`src/rtl/cmp_cond_pkg.sv`:
```
package cmp_cond_pkg;

  // Longest vote window supported by the filter.
  localparam int WIN_MAX = 5;

  localparam logic [2:0] FLT_NONE = 3'd0;
  localparam logic [2:0] FLT_MAJ3 = 3'd1;
  localparam logic [2:0] FLT_MAJ5 = 3'd2;

  typedef enum logic [1:0] {
    IRQ_TOGGLE = 2'd0,
    IRQ_RISE   = 2'd1,
    IRQ_FALL   = 2'd2,
    IRQ_EOC    = 2'd3
  } irq_sel_e;

  typedef enum logic [1:0] {
    RT_OFF  = 2'd0,
    RT_RAW  = 2'd1,
    RT_FILT = 2'd2,
    RT_RSVD = 2'd3
  } route_e;

  // Number of samples that take part in the vote; reserved codes use one.
  function automatic int win_len(input logic [2:0] code);
    case (code)
      FLT_MAJ3: return 3;
      FLT_MAJ5: return 5;
      default:  return 1;
    endcase
  endfunction

  // Majority over the newest win_len(code) samples; bit 0 is the newest.
  function automatic logic maj_vote(input logic [WIN_MAX-1:0] win,
                                    input logic [2:0] code);
    int len;
    int ones;
    len  = win_len(code);
    ones = 0;
    for (int i = 0; i < WIN_MAX; i++) begin
      if (i < len) ones += 32'(win[i]);
    end
    return (2 * ones) > len;
  endfunction

  // Event decode on the conditioned value versus its previous cycle.
  function automatic logic edge_hit(input logic [1:0] sel, input logic cur,
                                    input logic prev, input logic eoc);
    case (irq_sel_e'(sel))
      IRQ_TOGGLE: return cur ^ prev;
      IRQ_RISE:   return cur & ~prev;
      IRQ_FALL:   return ~cur & prev;
      default:    return eoc;
    endcase
  endfunction

endpackage

```
`src/rtl/cmp_sync.sv`:
```
module cmp_sync #(
  parameter int STAGES = 2
) (
  input  logic clk,
  input  logic rst_n,
  input  logic clr,
  input  logic d,
  output logic q
);

  logic [STAGES-1:0] ff;

  generate
    if (STAGES == 1) begin : g_single
      always_ff @(posedge clk or negedge rst_n) begin
        if (!rst_n)   ff <= '0;
        else if (clr) ff <= '0;
        else          ff <= d;
      end
    end else begin : g_chain
      always_ff @(posedge clk or negedge rst_n) begin
        if (!rst_n)   ff <= '0;
        else if (clr) ff <= '0;
        else          ff <= {ff[STAGES-2:0], d};
      end
    end
  endgenerate

  assign q = ff[STAGES-1];

endmodule

```
`src/rtl/cmp_vote_filter.sv`:
```
module cmp_vote_filter
  import cmp_cond_pkg::*;
(
  input  logic       clk,
  input  logic       rst_n,
  input  logic       clr,
  input  logic       shift,
  input  logic       samp,
  input  logic [2:0] code,
  output logic       vote
);

  localparam int HIST_W = WIN_MAX - 1;

  logic [HIST_W-1:0]  hist;
  logic [WIN_MAX-1:0] win;

  // The current sample joins the stored history to form the window.
  assign win  = {hist, samp};
  assign vote = maj_vote(win, code);

  always_ff @(posedge clk or negedge rst_n) begin
    if (!rst_n)     hist <= '0;
    else if (clr)   hist <= '0;
    else if (shift) hist <= {hist[HIST_W-2:0], samp};
  end

endmodule

```
`src/rtl/cmp_seq.sv`:
```
module cmp_seq #(
  parameter int CNT_W = 3
) (
  input  logic             clk,
  input  logic             rst_n,
  input  logic             en,
  input  logic             oneshot,
  input  logic             start,
  input  logic [CNT_W-1:0] fill,
  output logic             shift,
  output logic             capture,
  output logic             hist_clr,
  output logic             ready,
  output logic             eoc
);

  logic             busy;
  logic [CNT_W-1:0] cnt;
  logic             last;

  assign last     = (cnt == fill - CNT_W'(1));
  assign shift    = oneshot ? busy : 1'b1;
  assign capture  = oneshot ? (busy && last) : 1'b1;
  assign hist_clr = !en || (oneshot && start);

  always_ff @(posedge clk or negedge rst_n) begin
    if (!rst_n) begin
      busy  <= 1'b0;
      cnt   <= '0;
      ready <= 1'b0;
      eoc   <= 1'b0;
    end else if (!en) begin
      busy  <= 1'b0;
      cnt   <= '0;
      ready <= 1'b0;
      eoc   <= 1'b0;
    end else if (oneshot) begin
      eoc <= 1'b0;
      if (start) begin
        busy  <= 1'b1;
        cnt   <= '0;
        ready <= 1'b0;
      end else if (busy) begin
        if (last) begin
          busy  <= 1'b0;
          ready <= 1'b1;
          eoc   <= 1'b1;
        end else begin
          cnt <= cnt + CNT_W'(1);
        end
      end
    end else begin
      busy <= 1'b0;
      eoc  <= 1'b0;
      if (!ready) begin
        if (last) ready <= 1'b1;
        else      cnt   <= cnt + CNT_W'(1);
      end
    end
  end

endmodule

```
`src/rtl/cmp_out_cond.sv`:
```
module cmp_out_cond
  import cmp_cond_pkg::*;
#(
  parameter int SYNC_STAGES = 2
) (
  input  logic       clk,
  input  logic       rst_n,
  input  logic       en,
  input  logic       oneshot,
  input  logic       invert,
  input  logic [2:0] flt_len,
  input  logic [1:0] irq_sel,
  input  logic [1:0] route_sel,
  input  logic       start,
  input  logic       raw_in,
  output logic       state_out,
  output logic       irq_pulse,
  output logic       ready,
  output logic       pin_out
);

  localparam int FILL_MAX = SYNC_STAGES + WIN_MAX;
  localparam int CNT_W    = $clog2(FILL_MAX + 1);

  logic             sync_q;
  logic             samp_w;
  logic             vote_w;
  logic             shift_w;
  logic             capture_w;
  logic             hist_clr_w;
  logic             eoc_w;
  logic [CNT_W-1:0] fill_w;
  logic             st_q;
  logic             st_prev;

  assign fill_w = CNT_W'(SYNC_STAGES + win_len(flt_len));

  cmp_sync #(.STAGES(SYNC_STAGES)) u_sync (
    .clk   (clk),
    .rst_n (rst_n),
    .clr   (!en),
    .d     (raw_in),
    .q     (sync_q)
  );

  assign samp_w = sync_q ^ invert;

  cmp_vote_filter u_filt (
    .clk   (clk),
    .rst_n (rst_n),
    .clr   (hist_clr_w),
    .shift (shift_w),
    .samp  (samp_w),
    .code  (flt_len),
    .vote  (vote_w)
  );

  cmp_seq #(.CNT_W(CNT_W)) u_seq (
    .clk      (clk),
    .rst_n    (rst_n),
    .en       (en),
    .oneshot  (oneshot),
    .start    (start),
    .fill     (fill_w),
    .shift    (shift_w),
    .capture  (capture_w),
    .hist_clr (hist_clr_w),
    .ready    (ready),
    .eoc      (eoc_w)
  );

  always_ff @(posedge clk or negedge rst_n) begin
    if (!rst_n) begin
      st_q    <= 1'b0;
      st_prev <= 1'b0;
    end else if (!en) begin
      st_q    <= 1'b0;
      st_prev <= 1'b0;
    end else begin
      if (capture_w) st_q <= vote_w;
      st_prev <= st_q;
    end
  end

  assign state_out = st_q;
  assign irq_pulse = en && edge_hit(irq_sel, st_q, st_prev, eoc_w && oneshot);

  always_comb begin
    pin_out = 1'b0;
    if (en) begin
      case (route_e'(route_sel))
        RT_RAW:  pin_out = raw_in ^ invert;
        RT_FILT: pin_out = st_q;
        default: pin_out = 1'b0;
      endcase
    end
  end

endmodule

```
`config.mk`:
```
export PLATFORM = sky130hd
export DESIGN_NAME = cmp_out_cond
export DESIGN_NICKNAME = d
export VERILOG_FILES = /design/src/rtl/cmp_cond_pkg.sv /design/src/rtl/cmp_sync.sv /design/src/rtl/cmp_vote_filter.sv /design/src/rtl/cmp_seq.sv /design/src/rtl/cmp_out_cond.sv
export SDC_FILE = /design/constraint.sdc
export NUM_CORES = 1
export LEC_CHECK = 0
export ABC_AREA = 1
export BUFFER_PORTS_ARGS = -buffer_cell sky130_fd_sc_hd__buf_4
export CORE_MARGIN = 2
export CORE_UTILIZATION = 59
export DETAILED_ROUTE_END_ITERATION = 7
export PLACE_DENSITY_LB_ADDON = 0.08
export SYNTH_ARGS = -nofsm -noshare
export SYNTH_HDL_FRONTEND = slang
export SYNTH_SLANG_ARGS = --single-unit
```
`constraint.sdc`:
```
create_clock -name clk -period 6.4 [get_ports clk]
set_clock_uncertainty 0.2 [all_clocks]
set_input_delay 1.92 -clock clk [delete_from_list [all_inputs] [get_ports clk]]
set_output_delay 1.92 -clock clk [all_outputs]
set_load 0.01 [all_outputs]
```
Yosys cells after proc, flatten, opt, wreduce, memory -nomap -nowiden
Cells that the tools add are included.
{ "totals": {"output_inout_bits": 4, "regBits": 14, "in_bits": 14} }
{ "op_classes": {"n_bitwise": 7, "n_lt_le_gt_ge": 6, "mux": 39, "reduce_logical": 10, "n_addsub": 7, "n_eq_ne": 11} }
{ "ops": {"columns": ["op", "n"], "rows": [
  ["$mux 31", 3],
  ["$add 31x1->31", 2],
  ["$gt 32x4->1", 1],
  ["$mux 1", 23],
  ["$mux 3", 6],
  ["$mux 4", 2],
  ["$ne 4x2->1 const B", 2],
  ["$lt 1x3->1 const A", 2],
  ["$lt 2x3->1 const A", 2],
  ["$pmux 3 s2", 1],
  ["$eq 2x1->1 const B", 2],
  ["$eq 2x2->1 const B", 2],
  ["$logic_and 1x1->1", 4],
  ["$mux 2", 2],
  ["$reduce_and 2->1", 2],
  ["$add 2x1->3", 1],
  ["$add 3x1->3 const B", 1],
  ["$add 3x3->3 const A", 1],
  ["$eq 3x1->1 const B", 1],
  ["$eq 3x2->1 const B", 1],
  ["$eq 3x3->1", 1],
  ["$lt 3x3->1 const A", 1],
  ["$ne 3x3->1 const B", 1],
  ["$pmux 1 s3", 1],
  ["other kinds (11)", 15]
]} }

Longest topological paths before layout
{ "logic_depth": {"depth_word": 15, "depth_mapped": 22, "depth_no_buf": 22} }

By module
A second synthesis with hierarchy kept.
{ "unflattened": {"hier_cells": 185, "area_unflattened_um2": 1233.7} }
{ "modules_own_cells": {"columns": ["mod", "area_each_um2", "seq_area_each_um2", "instances", "cells_each"], "rows": [
  ["cmp_vote_filter", 474.2, 100.1, 1, 71],
  ["cmp_seq", 434.2, 150.1, 1, 65],
  ["cmp_out_cond", 260.2, 50.0, 1, 43],
  ["cmp_sync", 65.1, 50.0, 1, 6]
]} }

Least setup slack after synthesis
OpenSTA, ideal clock, no wires.
{ "synth_timing": {"path_kind": "input -> register", "startpoint": "in flt_len[1]", "endpoint": "reg st_q, in the netlist state_out", "arrival_time_ns": 4.453, "required_ns": 6.083, "path_slack_ns": 1.629, "stages": 21, "cell_sequence": "inv_1 nand3_1 ha_1 nand3_1 o21ai_0 inv_1 ha_1 or2_2 nand2_1 inv_1 ha_1 ha_1 nand2_1 o21ai_0 ha_1 nand3_1 nand2_1 nor2_1 nand2_1 nand3_1 nand2_1"} }
{ "synth_between": {"elab_chain_cells": 15, "word_cells_on_any_way": 26, "cone_classes": "add/sub (6); order compare (6); eq/ne (4); mux (9); reduce/logical (1)"} }
{ "synth_lines": {"columns": ["element", "line_no", "rtl"], "rows": [
  ["start, declared", "cmp_out_cond.sv:11", "input logic [2:0] flt_len,"],
  ["$eq 3x2->1 / $eq 3x1->1 (equally long branches)", "cmp_cond_pkg.sv:26", "case (code)"],
  ["$pmux 3 s2 *", "cmp_cond_pkg.sv:26", null],
  ["$lt 1x3->1", "cmp_cond_pkg.sv:41", "if (i < len) ones += 32'(win[i]);"],
  ["$mux 1", "cmp_cond_pkg.sv:41", null],
  ["$add 1x1->2", "cmp_cond_pkg.sv:41", null],
  ["$mux 2", "cmp_cond_pkg.sv:41", null],
  ["$add 2x1->3", "cmp_cond_pkg.sv:41", null],
  ["$mux 31", "cmp_cond_pkg.sv:41", null],
  ["$add 31x1->31", "cmp_cond_pkg.sv:41", null],
  ["$mux 31", "cmp_cond_pkg.sv:41", null],
  ["$add 31x1->31", "cmp_cond_pkg.sv:41", null],
  ["$mux 31", "cmp_cond_pkg.sv:41", null],
  ["$gt 32x4->1", "cmp_cond_pkg.sv:43", "return (2 * ones) > len;"],
  ["$mux 1", "cmp_out_cond.sv:80", "if (capture_w) st_q <= vote_w;"],
  ["$mux 1", "cmp_out_cond.sv:76", "end else if (!en) begin"],
  ["end signal, assigned", "cmp_out_cond.sv:80", null],
  ["end, declared", "cmp_out_cond.sv:33", "logic st_q;"]
]} }
Every way passes the cells marked *; elsewhere a longest branch is shown, timed or not. The select of a mux whose other input is x is not followed.
A chain may end at the register's enable or synchronous reset.

Final worst setup path
Ends and elaborated chain as after synthesis.

==> out/qor.csv <==
metric,value,unit
status,completed,
Placer Congestion,0.8013,
Mapped Area,1094,µm²
setup tns final,0,ns
Worst VDD drop,0.1567,mV
drt wl/cell,11.15,µm
Worst-Skew Late Latency,0.28,ns
adder-cell share of the synthesized area,0.1487,
Critical Path Fanout Max,6,
relative slew slack,0.8162,
largest net degree at the start of global routing,15,
final period utilization,0.7616,
CP cell instances,"buf_4, inv_1, nand3_1, ha_1, nand3_1, o21ai_0, inv_1, ha_1, or2_2, nand2_1, inv_1, ha_1, ha_1, nand2_1, o21ai_0, ha_1, inv_1, a21oi_1, nand2_1, o21ai_0, nand2_1, nand3_1, nand2_1",
Critical Path End Type,register,
drt first-iter violations,21,
DRT Wirelength,2185,µm
max cap viols,0,
height of the die,47.05,µm
hold buffer count at cts,0,
CTS max path bufs,2,
first-pass GRT wire length,3808,µm
CP bufs+invs,5,
I/O Buffers,17,
min Tclk post-route,4.874,ns
CP peak stage delay,0.31,ns
xor/xnor cell area share of the yosys netlist,0.008009,
"Req. time, crit path",6.38,ns
Worst setup SP type,input port,
die extent in x,47.05,µm
post-synthesis mux area share,0,
Final #Nets,199,
drt pass-1 iters,4,
# DRC,0,
Post-Layout Cell Count,196,
H-tree lvl count,1,
pwr dens,168.5,nW/µm²
worst path arrival time,4.86,ns
"Seq/Total Area, Yosys",0.3204,
Fmax,205.2,MHz
Cell Rows,15,
Post-Synth Simple-Gate Area,0.3272,
Area Overhead vs Synth,17.85,%
vias in the first global route,973,
instance count of the mapped netlist,150,
Inserted Diodes,0,
Setup Crit Path Kind,in2reg,
CTS Buf Count,3,
"Reg clk slew, reported paths",0.09,ns
RSZ-0062 raised after global routing,no,
via count,1032,
Routed Antenna Nets,0,
Placed Instance Area,1252,µm²
LEAKAGE,0.7275,nW
routed vias/inst,5.265,
Root Buffer,clkbuf_4,
count of final setup violators,0,
starting density of the core,0.6333,
max-slew violation count,0,
clk sinks,14,
#FFs+latches synth,14,
Yosys cell types,23,
average size of a mapped cell,7.290,µm²
syn nets,177,
IO Count,18,
fin area,1289,µm²
post-CTS setup buffer count,0,
GRT Overall Usage,0.2494,
die area,2214,µm²
post-CTS resize count,0,
DPL Wire Length,1791,µm
Core Box Area,1727,µm²
TritonCTS clock tree,done,
largest family of logic cells by synthesized area,simple AND/OR/NAND/NOR gates,
global route overflow,0,
HP Class,reg2reg,
Slew @ Worst Pin,0.2754,ns
slowest cell on the critical path,ha_1,
final hold vios,0,
CP top delay family,adder cells,
yosys warns,0,
layout cells sized above 1,0.1930,
placed cell count,192,
area fraction in compound gates after synthesis,0.09153,
initial antenna violation count,0,
Final Util,0.7464,
## layout by cell type (no fill, tap or decap)
cell      instances
nand2_1          35
inv_1            26
nand3_1          20
buf_4            17
dfrtp_1          14
ha_1             13
nor2_1            9
o21ai_0           5
a21oi_1           4
nor2_2            3
nand4_1           3
clkbuf_4          3
inv_2             2
a211oi_1          2
nor3_1            2
nand2_4           2
o21ai_1           2
or2_2             1
a31oi_1           1
nand2_2           1
xor2_1            1
clkinv_4          1
a21oi_4           1
a21boi_1          1
nand3_2           1
clkbuf_8          1
## sequential cells by signal, indices dropped and copies added, names as in the netlist
register     cells
u_seq.eoc        1
u_filt.hist      4
u_seq.ready      1
u_seq.cnt        3
u_sync.ff        2
u_seq.busy       1
state_out        1
st_prev          1
## cell families after synthesis
group,Yosys count
fa+ha+maj,13
flops,14
simple gates,77
buf+inv,29
xor+xnor,1
compound gates,16
## per-layer routing
metal	GRT usage	up-vias	routed length [µm]
li1	-	527	-
met1	0.2951	478	936
met2	0.4384	21	1104
met3	0.05000	6	103
met4	0.1056	0	40
met5	0	-	0
## metrics by stage
stage          hold WS, ns  worst slack (ns)  total power, mW
2_1_floorplan       0.2120             1.629           0.1324
3_3_place_gp        0.2292             1.376           0.1512
3_5_place_dp        0.2489             1.263           0.1541
4_1_cts             0.2700             1.556           0.2177
5_1_grt             0.2794             1.281           0.2309
6_report            0.2622             1.526           0.2172
## cells in the mapped netlist
cell type / count / area, µm²
nand4_1: 3 / 18.77
a21boi_1: 1 / 7.510
a21oi_1: 4 / 20.02
a31oi_1: 1 / 6.260
nand2_4: 2 / 22.52
o21ai_1: 2 / 10.01
nand3_2: 1 / 10.01
a21oi_4: 1 / 16.27
nand2_1: 35 / 131.4
or2_2: 1 / 6.260
nand2_2: 1 / 6.260
clkinv_4: 1 / 8.760
inv_1: 26 / 97.59
nor2_1: 9 / 33.78
dfrtp_1: 14 / 350.3
inv_2: 2 / 7.510
nand3_1: 20 / 100.1
a211oi_1: 2 / 15.01
nor3_1: 2 / 10.01
nor2_2: 3 / 18.77
xor2_1: 1 / 8.760
o21ai_0: 5 / 25.02
ha_1: 13 / 162.7
## where the power goes
group | switching, mW | total [mW] | internal, mW
Clock | 0.0303 | 0.0650 | 0.0347
Sequential | 0.00514 | 0.0991 | 0.0940
Combinational | 0.0312 | 0.0531 | 0.0219
## final timing paths
path	cells past startpoint	from	slack [ns]	end
setup / recovery	23	flt_len[1]	1.53	state_out$_DFFE_PN0P_
hold / removal	2	u_sync.ff[0]$_DFF_PN0_	0.26	u_sync.ff[1]$_DFF_PN0_
setup reg to reg	21	u_sync.ff[1]$_DFF_PN0_	3.05	state_out$_DFFE_PN0P_
hold reg to reg	2	u_sync.ff[0]$_DFF_PN0_	0.26	u_sync.ff[1]$_DFF_PN0_
max in group asynchronous	1	rst_n	4.58	u_seq.busy$_DFF_PN0_
min in group asynchronous	1	rst_n	1.26	u_sync.ff[1]$_DFF_PN0_
## cell type report
class | instances | area [µm²]
fillers | 152 | 437.9
flip-flops and latches | 14 | 350.3
inverters | 29 | 113.9
clock buffers | 4 | 36.28
well taps | 25 | 31.28
multi-input cells | 107 | 629.4
repair buffers | 17 | 127.6
## worst register-to-register path: stages (launching register included)
cell     delay, ns
dfrtp_1       0.38
nand2_1       0.09
nand2_1       0.08
ha_1          0.27
o21ai_0       0.14
inv_1         0.06
ha_1          0.26
or2_2         0.29
nand2_1       0.09
inv_1         0.05
ha_1          0.18
ha_1          0.30
nand2_1       0.06
o21ai_0       0.08
ha_1          0.18
inv_1         0.04
a21oi_1       0.11
nand2_1       0.06
o21ai_0       0.09
nand2_1       0.11
nand3_1       0.09
nand2_1       0.05
Note: power is estimated with default switching activity, not from simulation.
